==> src/rtl/fcl_pkg.sv <==
package fcl_pkg;
  // Verdict flags gathered into one bundle at the top level.
  typedef struct packed {
    logic uniform;
    logic empty;
    logic suspect;
    logic diverse;
  } fcl_flags_t;
endpackage

==> src/rtl/fcl_stream_ctl.sv <==
module fcl_stream_ctl (
  input  logic clk,
  input  logic rst_n,
  input  logic in_valid,
  input  logic in_start,
  input  logic in_last,
  output logic take,
  output logic clear,
  output logic done_pulse
);
  logic open_q;
  logic live;

  // A start pulse makes the current cycle part of the new stream.
  assign live  = in_start | open_q;
  assign take  = in_valid & live;
  assign clear = in_start;

  always_ff @(posedge clk) begin
    if (!rst_n) begin
      open_q     <= 1'b0;
      done_pulse <= 1'b0;
    end else begin
      done_pulse <= in_last & live;
      if (in_start) open_q <= ~in_last;
      else if (in_last) open_q <= 1'b0;
    end
  end
endmodule

==> src/rtl/fcl_occupancy.sv <==
module fcl_occupancy #(
  parameter int DATA_W  = 8,
  parameter int DIV_CAP = 16,
  localparam int NVAL   = 1 << DATA_W,
  localparam int CNT_W  = $clog2(DIV_CAP + 1)
) (
  input  logic              clk,
  input  logic              rst_n,
  input  logic              clear,
  input  logic              take,
  input  logic [DATA_W-1:0] data,
  output logic [CNT_W-1:0]  count
);
  logic [NVAL-1:0]  seen_q;
  logic             is_new;
  logic [CNT_W-1:0] base;

  // On a clearing cycle the vector is treated as empty before this byte.
  assign is_new = clear | ~seen_q[data];
  assign base   = clear ? '0 : count;

  for (genvar v = 0; v < NVAL; v++) begin : g_bit
    always_ff @(posedge clk) begin
      if (!rst_n) seen_q[v] <= 1'b0;
      else if (take && data == DATA_W'(v)) seen_q[v] <= 1'b1;
      else if (clear) seen_q[v] <= 1'b0;
    end
  end

  always_ff @(posedge clk) begin
    if (!rst_n) count <= '0;
    else if (take && is_new && base < CNT_W'(DIV_CAP)) count <= base + 1'b1;
    else count <= base;
  end
endmodule

==> src/rtl/fcl_uniform.sv <==
module fcl_uniform #(
  parameter int DATA_W = 8
) (
  input  logic              clk,
  input  logic              rst_n,
  input  logic              clear,
  input  logic              take,
  input  logic [DATA_W-1:0] data,
  output logic              have,
  output logic              same,
  output logic [DATA_W-1:0] first
);
  logic have_base;

  assign have_base = have & ~clear;

  always_ff @(posedge clk) begin
    if (!rst_n) begin
      have  <= 1'b0;
      same  <= 1'b0;
      first <= '0;
    end else if (take && !have_base) begin
      have  <= 1'b1;
      same  <= 1'b1;
      first <= data;
    end else if (take) begin
      if (data != first) same <= 1'b0;
    end else if (clear) begin
      have  <= 1'b0;
      same  <= 1'b0;
      first <= '0;
    end
  end
endmodule

==> src/rtl/fill_classifier.sv <==
module fill_classifier
  import fcl_pkg::*;
#(
  parameter int DATA_W  = 8,
  parameter int DIV_CAP = 16,
  localparam int CNT_W  = $clog2(DIV_CAP + 1)
) (
  input  logic              clk,
  input  logic              rst_n,
  input  logic              in_valid,
  output logic              in_ready,
  input  logic [DATA_W-1:0] in_data,
  input  logic              in_start,
  input  logic              in_last,
  output logic              res_valid,
  output logic              res_uniform,
  output logic [DATA_W-1:0] res_fill,
  output logic              res_empty,
  output logic              res_suspect,
  output logic [CNT_W-1:0]  res_distinct,
  output logic              res_diverse
);
  logic              take, clear;
  logic              have, same;
  logic [DATA_W-1:0] first;
  logic [CNT_W-1:0]  count;
  fcl_flags_t        flags;

  assign in_ready = 1'b1;

  fcl_stream_ctl u_ctl (
    .clk(clk), .rst_n(rst_n), .in_valid(in_valid), .in_start(in_start),
    .in_last(in_last), .take(take), .clear(clear), .done_pulse(res_valid)
  );

  fcl_occupancy #(.DATA_W(DATA_W), .DIV_CAP(DIV_CAP)) u_occ (
    .clk(clk), .rst_n(rst_n), .clear(clear), .take(take), .data(in_data),
    .count(count)
  );

  fcl_uniform #(.DATA_W(DATA_W)) u_uni (
    .clk(clk), .rst_n(rst_n), .clear(clear), .take(take), .data(in_data),
    .have(have), .same(same), .first(first)
  );

  always_comb begin
    flags.uniform = have & same;
    flags.empty   = ~have;
    flags.suspect = flags.uniform & ((first == '0) | (first == '1));
    flags.diverse = (count >= CNT_W'(DIV_CAP));
  end

  assign res_uniform  = flags.uniform;
  assign res_empty    = flags.empty;
  assign res_suspect  = flags.suspect;
  assign res_diverse  = flags.diverse;
  assign res_fill     = flags.uniform ? first : '0;
  assign res_distinct = count;
endmodule

==> config.mk <==
export PLATFORM = sky130hd
export DESIGN_NAME = fill_classifier
export DESIGN_NICKNAME = d
export VERILOG_FILES = /design/src/rtl/fcl_pkg.sv /design/src/rtl/fcl_stream_ctl.sv /design/src/rtl/fcl_occupancy.sv /design/src/rtl/fcl_uniform.sv /design/src/rtl/fill_classifier.sv
export SDC_FILE = /design/constraint.sdc
export NUM_CORES = 1
export LEC_CHECK = 0
export CORE_ASPECT_RATIO = 0.7
export CORE_MARGIN = 3
export CORE_UTILIZATION = 60
export CTS_BUF_LIST = sky130_fd_sc_hd__clkbuf_4
export CTS_CLUSTER_SIZE = 10
export DETAILED_ROUTE_END_ITERATION = 8
export GPL_ROUTABILITY_DRIVEN = 1
export PLACE_DENSITY_LB_ADDON = 0.05
export SKIP_LAST_GASP = 1
export SLEW_MARGIN = 0
export SYNTH_ARGS = -nofsm -noshare
export SYNTH_HDL_FRONTEND = slang
export SYNTH_SLANG_ARGS = --single-unit
export TNS_END_PERCENT = 20
==> constraint.sdc <==
create_clock -name clk -period 3.6 [get_ports clk]
set_input_delay 0.9 -clock clk [delete_from_list [all_inputs] [get_ports clk]]
set_output_delay 0.9 -clock clk [all_outputs]
set_load 0.02 [all_outputs]
[Yosys cells after proc, flatten, opt, wreduce, memory -nomap -nowiden]
Index checks and enable logic that the tools add are counted.
Storage, ports and cells
  register bits: 273
  input port bits: 13
  output and inout port bits: 19
  word-level logic and storage cells: 1332
Operators by class
  add/sub/neg operators: 1
  order comparisons: 3
  equality and inequality tests: 259
  mux-type cells: 272
  bitwise operators: 12
  reduce and logical (&&, ||, !) cells: 523
Operators with widths (count)
  8-bit equality test, second input constant: 129
  2-bit nonzero test: 258
  8-bit by 7-bit equality test with 1-bit output, second input constant: 64
  1-bit 2-to-1 mux: 265
  1-bit logical AND: 259
  8-bit by 6-bit equality test with 1-bit output, second input constant: 32
  8-bit by 5-bit equality test with 1-bit output, second input constant: 16
  8-bit by 4-bit equality test with 1-bit output, second input constant: 8
  8-bit by 3-bit equality test with 1-bit output, second input constant: 4
  8-bit 2-to-1 mux: 4
  8-bit by 2-bit equality test with 1-bit output, second input constant: 2
  8-bit zero test: 2
  5-bit 2-to-1 mux: 2
  8-bit by 9-bit < comparator with 1-bit output, second input constant: 1
  1-bit binary-select mux with 8-bit select: 1
  8-bit by 1-bit equality test with 1-bit output, second input constant: 1
  8-bit != test: 1
  5-bit by 1-bit adder with 5-bit output, second input constant: 1
  1-bit AND: 5
  5-bit greater-or-equal comparator, second input constant: 1
  5-bit < comparator, second input constant: 1
  1-bit NOT: 4
  2-bit AND reduction: 2
  3-bit by 1-bit != test with 1-bit output, second input constant: 1
  4 further kinds: 6

[Logic depth before layout (Yosys ltp)]
  word-level depth: 7
  gate-level depth with buffers: 11
  depth with buffers taken out: 7

[Cells and area by module]
A second synthesis with hierarchy kept.
Unflattened totals
  cells, all modules: 1445
  area, all modules: 12119.1 µm²
Modules (own cells, without submodules)
  fcl_occupancy: times used 1, cells an instance 1370, area each 11448.5 µm², sequential area each 5225.0 µm²
  fcl_uniform: times used 1, cells an instance 47, area each 473.0 µm², sequential area each 200.2 µm²
  fill_classifier: times used 1, cells an instance 20, area each 122.6 µm², sequential area each 0.0 µm²
  fcl_stream_ctl: times used 1, cells an instance 8, area each 75.1 µm², sequential area each 40.0 µm²

[Worst setup path after synthesis]
Ideal clock, no wire load.
  kind: input-to-reg
  start point: input port in_data[2]
  end point: register u_occ.count[2]
  arrival time: 2929 ps
  data required time: 3512 ps
  slack: 583 ps
  stages on the path: 10
  path buffers: 3
  cell sequence: buf_4 buf_6 buf_2 mux4_2 mux2i_1 nor3_1 or4_4 a211oi_4 nor4_1 nor4_2
On the way
  word-level cells in the longest chain between the ends: 7
Ends and longest elaborated chain
  from (decl): RTL line fill_classifier.sv:12  | input logic [DATA_W-1:0] in_data,
  1-bit binary-select mux with 8-bit select: RTL line fcl_occupancy.sv:19  | assign is_new = clear | ~seen_q[data];
  1-bit 2-to-1 mux (implied by the code): RTL line fcl_occupancy.sv:19
  1-bit NOT: RTL line fcl_occupancy.sv:19
  1-bit bitwise OR: RTL line fcl_occupancy.sv:19
  1-bit logical AND (2 in a row): RTL line fcl_occupancy.sv:32  | else if (take && is_new && base < CNT_W'(DIV_CAP)) count <= base + 1'b1;
  5-bit 2-to-1 mux: RTL line fcl_occupancy.sv:32
  to (signal assigned): RTL line fcl_occupancy.sv:32
  to (signal assigned): RTL line fcl_occupancy.sv:33  | else count <= base;
  to (decl): RTL line fcl_occupancy.sv:12  | output logic [CNT_W-1:0] count
No other way between the ends. The select of a mux whose other input is x is not followed.
A chain may end at the register's enable or synchronous reset.

[Worst setup path in the final report]
  start point: register u_uni.first[0]
  end point: output port res_suspect
On the way
  word-level cells in the longest chain between the ends: 3
  elaborated cells between the ends (all ways): 4
Ends and longest elaborated chain
  from (decl): RTL line fcl_uniform.sv:11  | output logic [DATA_W-1:0] first
  from (signal assigned): RTL line fcl_uniform.sv:25  | first <= data;
  8-bit equality test / 8-bit zero test (equally long branches): RTL line fill_classifier.sv:49  | flags.suspect = flags.uniform & ((first == '0) | (first == '1));
  1-bit bitwise OR *: RTL line fill_classifier.sv:49
  1-bit AND *: RTL line fill_classifier.sv:49
  to (decl): RTL line fill_classifier.sv:19  | output logic res_suspect,
Every way passes the cells marked *; elsewhere a longest branch is shown, timed or not.

==> results.sh <==
export IMPL_status="finished, final reports clean"
export IMPL_die_area_um2=22200
export IMPL_rrSetupSlack_ns=1.11
export IMPL_vias_per_cell=6.02
export IMPL_htreeDepth=3
export IMPL_synth_cell_types=56
export IMPL_fin_nets=1546
export IMPL_netlist_area_um2=12300
export IMPL_grtUsageTotal_pct=32.9
export IMPL_start_util_pct=61.4
export IMPL_grt_pass1_wl_um=57600
export IMPL_synth_top_family_by_area="simple AND/OR/NAND/NOR gates"
export IMPL_power_mw=6.04
export IMPL_ys_seq_area_share_pct=44.6
export IMPL_coreArea_um2=20000
export IMPL_maxSlewHeadroom_pct=46.0
export IMPL_synth_fa_ha_area_share_pct=0.102
export IMPL_drt_initial_drc_count=1460
export IMPL_place_area_um2=13000
export IMPL_tns_ns=0
export IMPL_grt_overflow_total=0
export IMPL_hold_viol=0
export IMPL_async_flop_share_pct=0
export IMPL_critPathSlowestCell="clkdlybuf4s50_1"
export IMPL_ff2ff_path_depth=7
export IMPL_synth_top_area_cell="dfxtp_1"
export IMPL_timing_final_ws_setup_ns=0.420
export IMPL_first_global_vias=10500
export IMPL_clock_skew_ns=0.0386
export IMPL_dp_cells=1731
export IMPL_synth_compound_area_share_pct=14.6
export IMPL_clkTransAtPathRegs_ns=0.06
export IMPL_post_synth_and_or_nand_nor_area_fraction_pct=21.6
export IMPL_min_path_type="flip-flop to flip-flop"
export IMPL_period_share_pct=88.3
export IMPL_postSynthCellCount=1484
export IMPL_io_pins=32
export IMPL_max_vdd_ir_drop_mv=0.293
export IMPL_fin_cells=1841
export IMPL_netlist_top_cells_area="dfxtp_1, nor2_1, a21oi_1"
export IMPL_cts_sinks=273
export IMPL_ys_seq_elements=273
export IMPL_fp_dieH_um=126
export IMPL_utilization_pct=69.3
export IMPL_crit_required_ns=2.70
export IMPL_die_w_um=177
export IMPL_yosysWarnings=0
export IMPL_p_leak_nw=5.07
export IMPL_post_cts_buffers=0
export IMPL_antenna_left=0
export IMPL_cts_tree="done"
export IMPL_synth_edf_count=0
export IMPL_synth_nets=1498
export IMPL_area_growth_pct=12.8
export IMPL_antenna_found_initial=2
export IMPL_cp_max_fo=5
export IMPL_fmax_mhz=314
export IMPL_cpPeakStageDelay_ns=0.60
export IMPL_whs_path_depth=2
export IMPL_ys_flop_type="dfxtp_1"
export IMPL_cts_buffer_depth=3
export IMPL_rows=43
export IMPL_r2r_end="u_occ.count[2]"
export IMPL_gp_congestion=0.908
export IMPL_dp_hpwl_um=23300
export IMPL_post_route_drc_count=0
export IMPL_wirelength_um=36300
export IMPL_setup_viol=0
export IMPL_dp_slack_ns=0.0221
export IMPL_synth_top_area_share_pct=44.6
export IMPL_first_pass_iters=6
export IMPL_synth_xor_area_share_pct=0.571
export IMPL_root_buffer="clkbuf_4"
export IMPL_cap_violations=0
export IMPL_holdWs_ns=0.478
export IMPL_rsz0062_at_grt="no"
export IMPL_min_from="u_occ.seen_q[228]"
export IMPL_post_route_min_period_ns=3.18
export IMPL_syn_area_per_cell_um2=8.26
export IMPL_wl_per_cell_um=19.7
export IMPL_crit_path_start_kind="flip-flop"
export IMPL_arrival_ns=2.28
export IMPL_maxSlewViolCount=0
export IMPL_ctsResizeCount=0
export IMPL_endpoint_kind="output pin"
export IMPL_num_vias=11100
export IMPL_drive_gt1_share_pct=15.9
export IMPL_criticalPathCategory="flip-flop to output pin"
export IMPL_clk_latency_ns=0.68
export IMPL_grt_max_degree=137
export IMPL_tightest_slew_ns=0.810
export IMPL_port_buffers=30
export IMPL_cts_buffers=69
export IMPL_hold_path_end="u_occ.seen_q[228]"
export IMPL_power_density_nw_per_um2=436
export IMPL_final_area_um2=13800
export IMPL_holdBufCountCts=0
export IMPL_rr_startpoint="u_occ.seen_q[194]"
export IMPL_synthMuxAreaShare_pct=13.6
export IMPL_path_cells="nor4_1, nand2_1, o21ai_0, and2_1, clkdlybuf4s50_1"
[cells in the mapped netlist (8+ instances only)]
cell type,number
xnor2_1,8
nor2_1,533
nand3_1,29
buf_4,8
clkbuf_1,85
a21oi_1,264
dfxtp_1,273
nand4_1,14
mux4_2,50
and3_1,8
mux4_1,8
nand2_1,27
mux2i_1,27
a22oi_1,12
buf_1,19
buf_2,11
o22ai_1,8
nor2b_1,12
[cell usage in the layout, fill, tap and decap left out, drive strengths merged, types with 3 or more instances in the layout]
| cell type | instances |
|---|---|
| a211oi | 5 |
| clkinv | 7 |
| nand2 | 27 |
| xnor2 | 8 |
| o22ai | 9 |
| mux2 | 5 |
| buf | 79 |
| nand4 | 14 |
| o21ai | 7 |
| and2 | 6 |
| a31oi | 7 |
| a21oi | 264 |
| a22oi | 12 |
| nor4 | 5 |
| inv | 12 |
| nand3 | 29 |
| nor3 | 3 |
| a211o | 3 |
| clkbuf | 98 |
| mux4 | 58 |
| dfxtp | 273 |
| and3 | 8 |
| nor2b | 12 |
| nor2 | 533 |
| clkdlybuf4s50 | 27 |
| mux2i | 27 |
[power by group]
group          internal [mW]  switching (mW)  leakage [nW]
clock                   1.31            1.22         0.491
combinational          0.150           0.318          2.38
sequential              3.03          0.0130          2.20
total                   4.49            1.55          5.07
[worst max-delay path: cells and delay by family (launching register included)]
family | cells | cell delay [ns]
compound gates | 1 | 0.08
simple gates | 3 | 0.53
buf+inv | 1 | 0.60
flops | 1 | 0.38
[routing by layer]
layer | GRT usage (%) | share of wire [%] | up-vias | routed length, µm
li1 | - | - | 5188 | -
met1 | 48.1 | 44 | 5244 | 16100
met2 | 47.1 | 43 | 568 | 15500
met3 | 10.2 | 11 | 74 | 3940
met4 | 9.74 | 2.0 | 2 | 727
met5 | 0 | 0.019 | - | 7
[layout make-up]
type / instances / area (µm²)
Fill cell: 1639 / 6120
Antenna cell: 1 / 2.50
Tap cell: 270 / 338
Clock buffer: 98 / 736
Multi-Input combinational cell: 1073 / 6180
Timing Repair Buffer: 106 / 998
Inverter: 9 / 46.3
Clock inverter: 11 / 68.8
Sequential cell: 273 / 5470
[cells by family after synthesis]
| group | count (synthesis) |
|---|---|
| AND/OR/NAND/NOR | 650 |
| AO/OA/AOI/OAI | 323 |
| flip-flops | 273 |
| buffers and inverters | 138 |
| multiplexers | 90 |
| XOR/XNOR | 8 |
| adder cells (fa/ha/maj) | 1 |
| other | 1 |
[state kept, by name, summed over array words and instances, names as in the netlist]
name and count:
u_ctl.done_pulse 1, u_ctl.open_q 1, u_occ.count 5, u_occ.seen_q 256, u_uni.first 8, u_uni.have 1, u_uni.same 1
[worst max-delay path by stage]
stage                        start              to  cells past startpoint  slack (ns)
floorplan               in_data[2]  u_occ.count[2]                     10        0.58
global placement        in_data[0]  u_occ.count[2]                      8        0.06
detailed placement      in_data[0]  u_occ.count[2]                      9        0.02
CTS                 u_uni.first[0]     res_suspect                      5        0.41
global route        u_uni.first[7]     res_suspect                      5        0.30
finish              u_uni.first[0]     res_suspect                      5        0.42
Power figures use the tool's default switching activity.
